<file path="src/rtl/sram_wr_pkg.sv">
package sram_wr_pkg;
   localparam int unsigned LEN_MAX_W = 16;

   typedef logic [LEN_MAX_W-1:0] len_t;

   typedef struct packed {
      len_t start;
      len_t stop;
   } win_t;

   typedef struct packed {
      win_t we;
      win_t cs;
      len_t total;
   } plan_t;

   typedef enum logic {
      ST_IDLE = 1'b0,
      ST_BUSY = 1'b1
   } state_e;
endpackage

</file>
<file path="src/rtl/sram_wr_plan.sv">
module sram_wr_plan
   import sram_wr_pkg::*;
#(
   parameter int unsigned CNT_W = 4
) (
   input  logic [CNT_W-1:0] we_setup_i,
   input  logic [CNT_W-1:0] we_pulse_i,
   input  logic [CNT_W-1:0] cs_setup_i,
   input  logic [CNT_W-1:0] cs_pulse_i,
   input  logic [CNT_W-1:0] total_i,
   output plan_t            plan_o
);
   len_t we_beg, we_len, we_end;
   len_t cs_req, cs_len, cs_req_end, cs_beg, cs_end;
   len_t tot;
   logic overlap;

   always_comb begin
      // zero pulse counts are promoted to one cycle
      we_len     = (we_pulse_i == '0) ? len_t'(1) : len_t'(we_pulse_i);
      cs_len     = (cs_pulse_i == '0) ? len_t'(1) : len_t'(cs_pulse_i);
      we_beg     = len_t'(we_setup_i);
      cs_req     = len_t'(cs_setup_i);
      we_end     = we_beg + we_len;
      cs_req_end = cs_req + cs_len;
      // windows share a cycle only if each starts before the other stops
      overlap    = (cs_req < we_end) && (we_beg < cs_req_end);
      cs_beg     = overlap ? cs_req : we_beg;
      cs_end     = cs_beg + cs_len;
      // stretch the total so no derived hold goes negative
      tot        = len_t'(total_i);
      if (we_end > tot) tot = we_end;
      if (cs_end > tot) tot = cs_end;
      plan_o.we.start = we_beg;
      plan_o.we.stop  = we_end;
      plan_o.cs.start = cs_beg;
      plan_o.cs.stop  = cs_end;
      plan_o.total    = tot;
   end
endmodule

</file>
<file path="src/rtl/sram_wr_cycle.sv">
module sram_wr_cycle
   import sram_wr_pkg::*;
(
   input  logic clk_i,
   input  logic rst_ni,
   input  logic start_i,
   input  len_t tot_q_i,
   input  len_t tot_d_i,
   output logic busy_q_o,
   output logic busy_d_o,
   output len_t cnt_d_o,
   output logic last_d_o
);
   state_e st_q, st_d;
   len_t   cnt_q, cnt_d;

   always_comb begin
      st_d  = st_q;
      cnt_d = cnt_q;
      if (st_q == ST_IDLE) begin
         if (start_i) begin
            st_d  = ST_BUSY;
            cnt_d = '0;
         end
      end else if (cnt_q == tot_q_i - len_t'(1)) begin
         st_d  = ST_IDLE;
         cnt_d = '0;
      end else begin
         cnt_d = cnt_q + len_t'(1);
      end
   end

   always_ff @(posedge clk_i or negedge rst_ni) begin
      if (!rst_ni) begin
         st_q  <= ST_IDLE;
         cnt_q <= '0;
      end else begin
         st_q  <= st_d;
         cnt_q <= cnt_d;
      end
   end

   assign busy_q_o = (st_q == ST_BUSY);
   assign busy_d_o = (st_d == ST_BUSY);
   assign cnt_d_o  = cnt_d;
   assign last_d_o = (st_d == ST_BUSY) && (cnt_d == tot_d_i - len_t'(1));
endmodule

</file>
<file path="src/rtl/sram_wr_strobe.sv">
module sram_wr_strobe
   import sram_wr_pkg::*;
(
   input  logic clk_i,
   input  logic rst_ni,
   input  logic act_i,
   input  len_t cnt_i,
   input  win_t win_i,
   output logic strobe_n_o
);
   logic low_d;

   assign low_d = act_i && (cnt_i >= win_i.start) && (cnt_i < win_i.stop);

   always_ff @(posedge clk_i or negedge rst_ni) begin
      if (!rst_ni) strobe_n_o <= 1'b1;
      else         strobe_n_o <= !low_d;
   end
endmodule

</file>
<file path="src/rtl/sram_wr_seq.sv">
module sram_wr_seq
   import sram_wr_pkg::*;
#(
   parameter int unsigned ADDR_W     = 24,
   parameter int unsigned DATA_W     = 16,
   parameter int unsigned CNT_W      = 4,
   parameter bit          BS_ACT_LOW = 1'b1,
   localparam int unsigned BE_W      = DATA_W / 8
) (
   input  logic              clk_i,
   input  logic              rst_ni,
   input  logic              req_i,
   output logic              ready_o,
   input  logic [ADDR_W-1:0] addr_i,
   input  logic [DATA_W-1:0] data_i,
   input  logic [BE_W-1:0]   be_i,
   input  logic [CNT_W-1:0]  we_setup_i,
   input  logic [CNT_W-1:0]  we_pulse_i,
   input  logic [CNT_W-1:0]  cs_setup_i,
   input  logic [CNT_W-1:0]  cs_pulse_i,
   input  logic [CNT_W-1:0]  total_i,
   output logic [ADDR_W-1:0] mem_addr_o,
   output logic [DATA_W-1:0] mem_data_o,
   output logic              mem_oe_o,
   output logic [BE_W-1:0]   mem_bs_o,
   output logic              mem_cs_n_o,
   output logic              mem_we_n_o,
   output logic              done_o
);
   localparam int unsigned N_STROBE = 2;

   if (DATA_W % 8 != 0 || DATA_W == 0) begin : g_bad_data_w
      $error("sram_wr_seq: DATA_W must be a nonzero multiple of 8");
   end
   if (CNT_W + 1 > LEN_MAX_W || CNT_W == 0) begin : g_bad_cnt_w
      $error("sram_wr_seq: CNT_W out of range for internal length type");
   end
   if (ADDR_W == 0) begin : g_bad_addr_w
      $error("sram_wr_seq: ADDR_W must be nonzero");
   end

   plan_t plan_new, plan_q, plan_d;
   logic  busy_q, busy_d, last_d, accept;
   len_t  cnt_d;
   logic [ADDR_W-1:0] addr_q;
   logic [DATA_W-1:0] data_q;
   logic [BE_W-1:0]   be_q;
   logic              oe_q, done_q;
   win_t              wins [N_STROBE];
   logic [N_STROBE-1:0] strobe_n;

   sram_wr_plan #(.CNT_W(CNT_W)) u_plan (
      .we_setup_i (we_setup_i),
      .we_pulse_i (we_pulse_i),
      .cs_setup_i (cs_setup_i),
      .cs_pulse_i (cs_pulse_i),
      .total_i    (total_i),
      .plan_o     (plan_new)
   );

   // new requests are taken only while idle
   assign accept  = req_i && !busy_q;
   assign ready_o = !busy_q;
   assign plan_d  = accept ? plan_new : plan_q;

   sram_wr_cycle u_cycle (
      .clk_i    (clk_i),
      .rst_ni   (rst_ni),
      .start_i  (accept),
      .tot_q_i  (plan_q.total),
      .tot_d_i  (plan_d.total),
      .busy_q_o (busy_q),
      .busy_d_o (busy_d),
      .cnt_d_o  (cnt_d),
      .last_d_o (last_d)
   );

   always_ff @(posedge clk_i or negedge rst_ni) begin
      if (!rst_ni) begin
         plan_q <= '0;
         addr_q <= '0;
         data_q <= '0;
         be_q   <= '0;
         oe_q   <= 1'b0;
         done_q <= 1'b0;
      end else begin
         plan_q <= plan_d;
         oe_q   <= busy_d;
         done_q <= last_d;
         if (accept) begin
            addr_q <= addr_i;
            data_q <= data_i;
            be_q   <= be_i;
         end
      end
   end

   assign wins[0] = plan_d.we;
   assign wins[1] = plan_d.cs;

   for (genvar g = 0; g < N_STROBE; g++) begin : g_strobe
      sram_wr_strobe u_strobe (
         .clk_i      (clk_i),
         .rst_ni     (rst_ni),
         .act_i      (busy_d),
         .cnt_i      (cnt_d),
         .win_i      (wins[g]),
         .strobe_n_o (strobe_n[g])
      );
   end

   if (BS_ACT_LOW) begin : g_bs_low
      assign mem_bs_o = ~be_q;
   end else begin : g_bs_high
      assign mem_bs_o = be_q;
   end

   assign mem_addr_o = addr_q;
   assign mem_data_o = data_q;
   assign mem_oe_o   = oe_q;
   assign mem_we_n_o = strobe_n[0];
   assign mem_cs_n_o = strobe_n[1];
   assign done_o     = done_q;
endmodule

</file>
<file path="config.mk">
export PLATFORM = sky130hd
export DESIGN_NAME = sram_wr_seq
export DESIGN_NICKNAME = d
export VERILOG_FILES = /design/src/rtl/sram_wr_pkg.sv /design/src/rtl/sram_wr_plan.sv /design/src/rtl/sram_wr_cycle.sv /design/src/rtl/sram_wr_strobe.sv /design/src/rtl/sram_wr_seq.sv
export SDC_FILE = /design/constraint.sdc
export NUM_CORES = 1
export LEC_CHECK = 0
export BUFFER_PORTS_ARGS = -buffer_cell sky130_fd_sc_hd__buf_2
export CAP_MARGIN = 20
export CORE_MARGIN = 3
export CORE_UTILIZATION = 35
export CTS_CLUSTER_DIAMETER = 50
export CTS_CLUSTER_SIZE = 16
export DETAILED_ROUTE_END_ITERATION = 10
export GPL_ROUTABILITY_DRIVEN = 0
export PLACE_DENSITY_LB_ADDON = 0.1
export SLEW_MARGIN = 10
export SYNTH_ARGS = -nofsm -noshare
export SYNTH_HDL_FRONTEND = slang
export SYNTH_SLANG_ARGS = --single-unit
</file>
<file path="constraint.sdc">
create_clock -name clk_i -period 5.2 [get_ports clk_i]
set_clock_uncertainty 0.2 [all_clocks]
set_input_delay 0.52 -clock clk_i [delete_from_list [all_inputs] [get_ports clk_i]]
set_output_delay 0.52 -clock clk_i [all_outputs]
set_load 0.05 [all_outputs]
</file>
-- Yosys cells after proc, flatten, opt, wreduce, memory -nomap -nowiden
Index checks and enable logic that the tools add are counted.
- register bits: 142
- word-level logic and storage cells: 54
- input port bits: 65
- bitwise gates (word level): 1
- mux-type cells: 12
- order comparisons: 8
- $add $sub $neg: 6
- reductions and logical operators: 12
- equal/unequal tests: 2
- operator list (cell ; count):
    two-way mux 16 bit ; 5
    two-way mux 80 bit ; 1
    adder 4 x 16 -> 16 bit ; 2
    equality test 16 bit ; 2
    >= comparator 16 bit ; 2
    less-than comparator 16 bit ; 2
    less-than comparator 4 x 16 -> 1 bit ; 2
    subtractor 16 x 1 -> 16 bit, second input constant ; 2
    adder 16 x 1 -> 16 bit, second input constant ; 1
    adder 16 bit ; 1
    > comparator 16 bit ; 1
    > comparator 16 x 4 -> 1 bit ; 1
    two-way mux 4 bit ; 3
    logical NOT 4 bit ; 2
    logical AND 1 bit ; 7
    logical NOT 1 bit ; 3
    two-way mux 1 bit ; 3
    NOT 2 bit ; 1

-- Depth between registers and ports, before layout
Gate-level depths: netlist of the first run.
- depth in word-level cells: 14
- depth in mapped cells: 36

-- By module
Synthesis of the first run repeated with hierarchy kept, for this count alone.
- cell total of the unflattened synthesis: 971
- area total of the unflattened synthesis: 10291.1 um2
- by module, submodules not included (module ; cells an instance ; area each (um2) ; times used):
    sram_wr_seq ; 264 ; 4869.7 ; 1
    sram_wr_cycle ; 302 ; 2368.5 ; 1
    sram_wr_strobe ; 110 ; 793.3 ; 2
    sram_wr_plan ; 185 ; 1466.4 ; 1

-- Worst setup path after synthesis of the first run
Ideal clock, no wire load.
- path kind: input -> register
- start: in cs_pulse_i[1]
- end: reg done_q (netlist: done_o)
- data required time: 4.904 ns
- arrival: 7.653 ns
- stages: 31
- library setup time: 0.096 ns
- path slack: -2.749 ns
- cells stage by stage: clkbuf_1 > nor3_1 > or2_2 > ha_1 > maj3_1 > a21oi_1 > xor2_1 > ha_1 > nor2_1 > a211o_1 > or4_1 > o21a_1 > mux2i_1 > inv_1 > ha_1 > or3b_2 > a211oi_1 > nor3_1 > inv_1 > ha_1 > o21ai_0 > a21oi_1 > o31ai_1 > o221ai_1 > or4_1 > nor3_1 > o21ai_0 > a21oi_1 > o21ai_0 > xor2_1 > nor4_2
- RTL lines (what ; RTL line ; RTL):
    start, declared ; sram_wr_seq.sv:20 ; input logic [CNT_W-1:0] cs_pulse_i,
    end signal, assigned ; sram_wr_seq.sv:89 ; done_q <= last_d;
    end, declared ; sram_wr_seq.sv:48 ; logic oe_q, done_q;

==> impl_metrics.py, run 1 <==
metrics = {
    "run_status": {
        "status": "finished with violations",
        "failed_checks": "hold timing, setup timing",
    },
    "setup_path": {
        "crit_fanout": 5,
        "worst_ep_required_time_ns": 5.33,
        "start_kind": "input pin",
        "end_kind": "flip-flop",
        "worstSetupPathType": "in -> reg",
        "worstPathArrival_ns": 6.91,
        "max_stage_delay_ns": 0.56,
        "critPathSlowestCell": "or4_4",
        "crit_top_cell": "ha_4",
    },
    "synthesis": {
        "synth_commonest_cells": "231 x nand2_1, 140 x dfrtp_1, 94 x inv_1",
        "netlist.area_leader.share": 0.377,
        "synthXorXnorAreaFrac": 0.0471,
        "yosysUniqueCellTypes": 79,
        "synth_largest_area_cell": "dfrtp_1",
        "synth_top_family_by_area": "simple AND/OR/NAND/NOR gates",
        "synth_fa_ha_area_frac": 0.127,
        "ys.flop_type": "dfrtp_1",
        "yosysWarnings": 0,
        "synth_compound_area_frac": 0.141,
        "synthTopCellsByArea": "dfrtp_1 38%, ha_1 12%, nand2_1 9.3%, inv_1 3.8%, xnor2_1 3.3%",
        "synth_edf_count": 0,
        "ys_seq_area_frac": 0.382,
        "synthCells": 1052,
        "synth-simple-area-share": 0.211,
        "async_flop_share": 1.00,
        "ys_ff_latch": 142,
        "syn_area_per_cell_sq_um": 8.84,
        "muxShareOfSynthArea": 0.0210,
        "synth_area_sq_um": 9300,
        "synth_fp_nets": 1209,
        "synthMostInstantiatedCell": "nand2_1",
    },
    "routing": {
        "drt_iter0_drc": 463,
        "vias_per_cell": 4.97,
        "routed_wl_microns": 26300,
        "dr.pass1.iters": 5,
        "wl_per_cell_microns": 15.9,
        "vias": 8197,
        "drtAntennaViolNets": 0,
        "post-route-drc-count": 0,
    },
    "finish": {
        "drive_gt1_frac": 0.315,
        "syn_to_final_growth_pct": 33.3,
        "nFillCells": 2600,
        "final_nets": 1459,
        "final_cells": 1650,
        "ff_latch_area_sq_um": 3560,
        "diodes": 0,
        "multi_input_area_sq_um": 5530,
        "fin_area_sq_um": 12400,
    },
    "power": {
        "powerDensity_nw_per_um2": 292,
        "power.leakage_uw": 0.00657,
        "ir_worst_vdd_uv": 222,
        "total_power_uw": 3620,
    },
    "timing": {
        "finalCritPeriodShare": 1.30,
        "slew_headroom": 0.392,
        "rsz0062_at_grt": "yes",
        "setup_viol": 4,
        "post-route-min-period_ns": 6.78,
        "max_freq_mhz": 148,
        "fin_setup_tns_ns": -2.60,
        "hold_violations": 18,
        "worst_pin_slew_ns": 0.911,
        "setup_slack_ns": -1.58,
        "hold_slack_ns": -0.0863,
        "slew_viol_final": 0,
    },
    "placed_design": {
        "pre_cts_slack_ns": -2.16,
        "place_area_sq_um": 11200,
        "dp_cells": 1597,
        "dp_hpwl_microns": 19200,
        "portBuffers": 111,
    },
    "global_routing": {
        "grt_remaining_overflow": 0,
        "grt_pass1_wl_microns": 42700,
        "grt_max_degree": 90,
        "grt.total_usage": 0.185,
        "grt_pass1_vias": 8073,
        "antenna_found_initial": 0,
    },
    "die": {
        "io_pins": 112,
        "coreArea_sq_um": 26100,
        "initial_core_util": 0.357,
        "die_h_microns": 169,
        "rows": 59,
        "die_w_microns": 169,
        "die_area_sq_um": 28600,
    },
    "clock_tree": {
        "clkLatencyLatePin_ns": 0.43,
        "clk_pin_slew_worst_paths_ns": 0.08,
        "cts_buffers": 17,
        "clkSinkCount": 142,
        "cts_root_buf": "clkbuf_16",
        "cts.path.max_buffers": 2,
        "postCtsHoldBufs": 0,
        "htreeDepth": 4,
        "cts_tree": "yes",
    },
    "min_path": {
        "hold_path_class": "in -> async",
    },
    "job": {
        "maxCapViolations": 0,
    },
}
## path summary, 6_finish.rpt
path	depth (start not counted)	endpoint	startpoint	slack, ns
setup / recovery	33	done_o$_DFF_PN0_	cs_pulse_i[3]	-1.58
hold / removal	1	plan_q[1]$_DFF_PN0_	rst_ni	-0.09
setup reg to reg	22	g_strobe[1].u_strobe.strobe_n_o$_DFF_PN1_	plan_q[1]$_DFF_PN0_	0.13
hold reg to reg	2	plan_q[62]$_DFF_PN0_	plan_q[62]$_DFF_PN0_	0.26
max in group asynchronous	2	mem_addr_o[8]$_DFFE_PN0P_	rst_ni	3.54
min in group clk_i	3	mem_data_o[10]$_DFFE_PN0P_	data_i[10]	0.07
## worst max-delay path, delay by kind of cell
| kind | cells | cell delay [ns] |
|---|---|---|
| compound gates | 9 | 1.41 |
| xor+xnor | 1 | 0.08 |
| fa+ha+maj | 5 | 1.25 |
| buf+inv | 4 | 0.37 |
| mux | 1 | 0.18 |
| simple gates | 13 | 3.07 |
## report_power, final
group / switching, uW / internal, uW / total, uW
clock network: 608 / 654 / 1260
logic: 600 / 579 / 1180
registers: 26.7 / 1150 / 1180
## state kept, by name (all words and copies together), names as in the netlist
| signal | count |
|---|---|
| u_cycle.cnt_q | 16 |
| plan_q | 80 |
| g_strobe.u_strobe.strobe_n_o | 2 |
| mem_addr_o | 24 |
| u_cycle.busy_q_o | 1 |
| done_o | 1 |
| be_q | 2 |
| mem_data_o | 16 |
## area by class of cell
class                   count  area share
well taps                 335      0.0338
inverters                  94      0.0285
multi-input cells         766       0.446
clock buffers              17      0.0343
repair buffers            281       0.155
clock inverters            15      0.0150
flip-flops and latches    142       0.287
## per-stage QoR
step | hold WS (ns) | utilization
floorplan | 0.0244 | -
global placement | 0.243 | 0.431
detailed placement | 0.249 | 0.431
CTS | 0.0215 | 0.464
global route | 0.0579 | 0.476
finish | -0.0863 | 0.476
## layer usage
layer,vias up,GRT usage,routed length [microns]
met3,15,0.0273,857
met1,3935,0.274,13100
li1,4116,-,-
met4,0,0.0339,225
met2,131,0.292,12000
met5,-,0,0
## kinds of logic (layout without fill, tap and decap cells)
logic type	count (synthesis)	in the layout
xor+xnor	50	50
compound gates	188	188
simple gates	415	415
fa+ha+maj	94	94
buf+inv	144	407
mux	19	19
flops	142	142
## placed cells by master, fill, tap and decap left out, drive strengths merged, types with 11 or more instances in the layout
cell type  instances
nand2            231
nand4             13
nand3             18
mux2i             15
o21ai             43
clkbuf            17
o31ai             13
a21o              30
nor2              35
buf              281
nand2b            13
nor4              11
a21oi             28
and2              17
nor3              22
dfrtp            140
ha                91
xor2              15
inv              100
xnor2             35
## repair_timing
action,in CTS,in global routing
pin swaps,31,31
setup buffers,14,8
gates resized for setup,35,49
endpoints found under the setup margin,7,7
(Power assumes the default switching activity.)
==> run 2, diff against run 1 <==
HOLD_SLACK_MARGIN = 0.15   (was unset)
==> impl_metrics.py, run 2 (same netlist as run 1, synthesis figures left out) <==
metrics = {
    "run_status": {
        "status": "finished with violations",
        "failed_checks": "setup timing",
    },
    "clock_tree": {
        "cts_root_buf": "clkbuf_16",
        "clk_pin_slew_worst_paths_ns": 0.07,
        "cts.path.max_buffers": 2,
        "cts_tree": "yes",
        "clkLatencyLatePin_ns": 0.43,
        "htreeDepth": 4,
        "clkSinkCount": 142,
        "cts_buffers": 17,
    },
    "die": {
        "rows": 59,
        "initial_core_util": 0.357,
        "die_w_microns": 169,
        "die_h_microns": 169,
        "coreArea_sq_um": 26100,
        "die_area_sq_um": 28600,
        "io_pins": 112,
    },
    "placed_design": {
        "dp_hpwl_microns": 19200,
        "pre_cts_slack_ns": -2.16,
        "portBuffers": 111,
        "place_area_sq_um": 11200,
    },
    "finish": {
        "layout_common_cells": "228 x nand2_1, 157 x buf_4, 140 x dfrtp_1, 106 x buf_2, 91 x inv_1",
        "largest_reg_flops": 80,
        "diodes": 0,
        "finalCoreUtilization": 0.492,
        "syn_to_final_growth_pct": 37.9,
        "drive_gt1_frac": 0.305,
        "fin_area_sq_um": 12800,
        "top_register": "plan_q",
        "final_nets": 1502,
        "mostFrequentLayoutCell": "nand2_1",
    },
    "routing": {
        "drt_iter0_drc": 441,
        "drtAntennaViolNets": 0,
        "post-route-drc-count": 0,
        "vias": 8374,
        "routed_wl_microns": 26700,
        "vias_per_cell": 4.95,
        "dr.pass1.iters": 5,
        "wl_per_cell_microns": 15.8,
    },
    "timing": {
        "worst_pin_slew_ns": 0.926,
        "setup_slack_ns": -1.57,
        "hold_violations": 0,
        "hold_slack_ns": 0.264,
        "max_freq_mhz": 148,
        "slew_viol_final": 0,
        "rsz0062_at_grt": "yes",
        "setup_viol": 4,
        "post-route-min-period_ns": 6.77,
        "slew_headroom": 0.383,
        "finalCritPeriodShare": 1.30,
    },
    "job": {
        "maxCapViolations": 0,
    },
    "setup_path": {
        "worst_ep_required_time_ns": 5.33,
        "r2r_start": "plan_q[1]$_DFF_PN0_",
        "reg2reg_slack_ns": 0.13,
        "end_kind": "flip-flop",
        "critical_path.endpoint": "done_o$_DFF_PN0_",
        "cp-startpoint": "cs_pulse_i[3]",
        "worstPathArrival_ns": 6.90,
        "r2r.worst_path.cells": 22,
        "crit_top_cell": "ha_4",
        "reg2reg_to": "g_strobe[1].u_strobe.strobe_n_o$_DFF_PN1_",
        "critPathSlowestCell": "or4_4",
        "start_kind": "input pin",
        "max_stage_delay_ns": 0.56,
        "crit_fanout": 5,
        "worstSetupPathType": "in -> reg",
    },
    "min_path": {
        "hold_path_class": "reg -> reg",
        "holdCritStartpoint": "plan_q[62]$_DFF_PN0_",
    },
    "power": {
        "ir_worst_vdd_uv": 221,
        "powerDensity_nw_per_um2": 284,
        "power.leakage_uw": 0.00675,
    },
    "global_routing": {
        "grt.total_usage": 0.188,
        "antenna_found_initial": 0,
        "grt_pass1_vias": 8297,
        "grt_max_degree": 90,
        "grt_remaining_overflow": 0,
        "grt_pass1_wl_microns": 43400,
    },
}
==> run 2: cell types whose count changed in the layout (fill, tap and decap cells not counted) <==
cell | previous run | this run
dlygate4sd3_1 | 0 | 43
==> run 2: final cells by class <==
class / instances / area [sq um]
well taps: 335 / 419
multi-input cells: 766 / 5530
inverters: 94 / 353
fillers: 2546 / 13200
flip-flops and latches: 142 / 3560
clock buffers: 17 / 425
repair buffers: 324 / 2350
clock inverters: 15 / 186
==> run 2: how the worst min path moves through the flow <==
stage,endpoint,depth (start not counted)
after floorplan,be_q[0]$_DFFE_PN0P_,0
after global placement,plan_q[40]$_DFF_PN0_,2
after detailed placement,plan_q[39]$_DFF_PN0_,2
after CTS,plan_q[71]$_DFF_PN0_,2
after global routing,plan_q[54]$_DFF_PN0_,2
final,plan_q[62]$_DFF_PN0_,2
==> run 2: critical path, delay by kind of cell <==
| kind | cells | cell delay [ns] |
|---|---|---|
| buffers and inverters | 4 | 0.37 |
| multiplexers | 1 | 0.18 |
| AO/OA/AOI/OAI | 9 | 1.40 |
| AND/OR/NAND/NOR | 13 | 3.07 |
| adder cells (fa/ha/maj) | 5 | 1.25 |
| XOR/XNOR | 1 | 0.08 |
==> run 2: report_power, final <==
group	total, uW	switching (uW)	internal [uW]
Sequential	1180	26.6	1150
Combinational	1200	603	600
Clock	1270	613	654
Total	3650	1240	2400
==> run 2: per-layer routing <==
| metal | track usage | routed length, microns | vias up | share of wire |
|---|---|---|---|---|
| li1 | - | - | 4203 | - |
| met1 | 0.275 | 13300 | 4025 | 0.50 |
| met2 | 0.302 | 12300 | 129 | 0.46 |
| met3 | 0.0257 | 786 | 17 | 0.029 |
| met4 | 0.0342 | 244 | 0 | 0.0091 |
| met5 | 0 | 0 | - | 0 |
==> run 2: per-stage QoR <==
stage               total power, uW  setup TNS (ns)  std cells
global route                   3840           -3.80       1693
floorplan                      1780           -4.26       1052
finish                         3650           -2.58       1693
CTS                            3560           -2.39       1685
detailed placement             2180           -6.28       1597
global placement               2180           -5.81       1597
==> run 2: repair_timing <==
action | CTS | global route
gates cloned | 0 | 0
hold buffers | 43 | 0
pin swaps | 31 | 31
resized for setup | 35 | 49
endpoints found under the hold margin | 129 | 0
endpoints found under the setup margin | 7 | 7
buffers inserted | 14 | 8
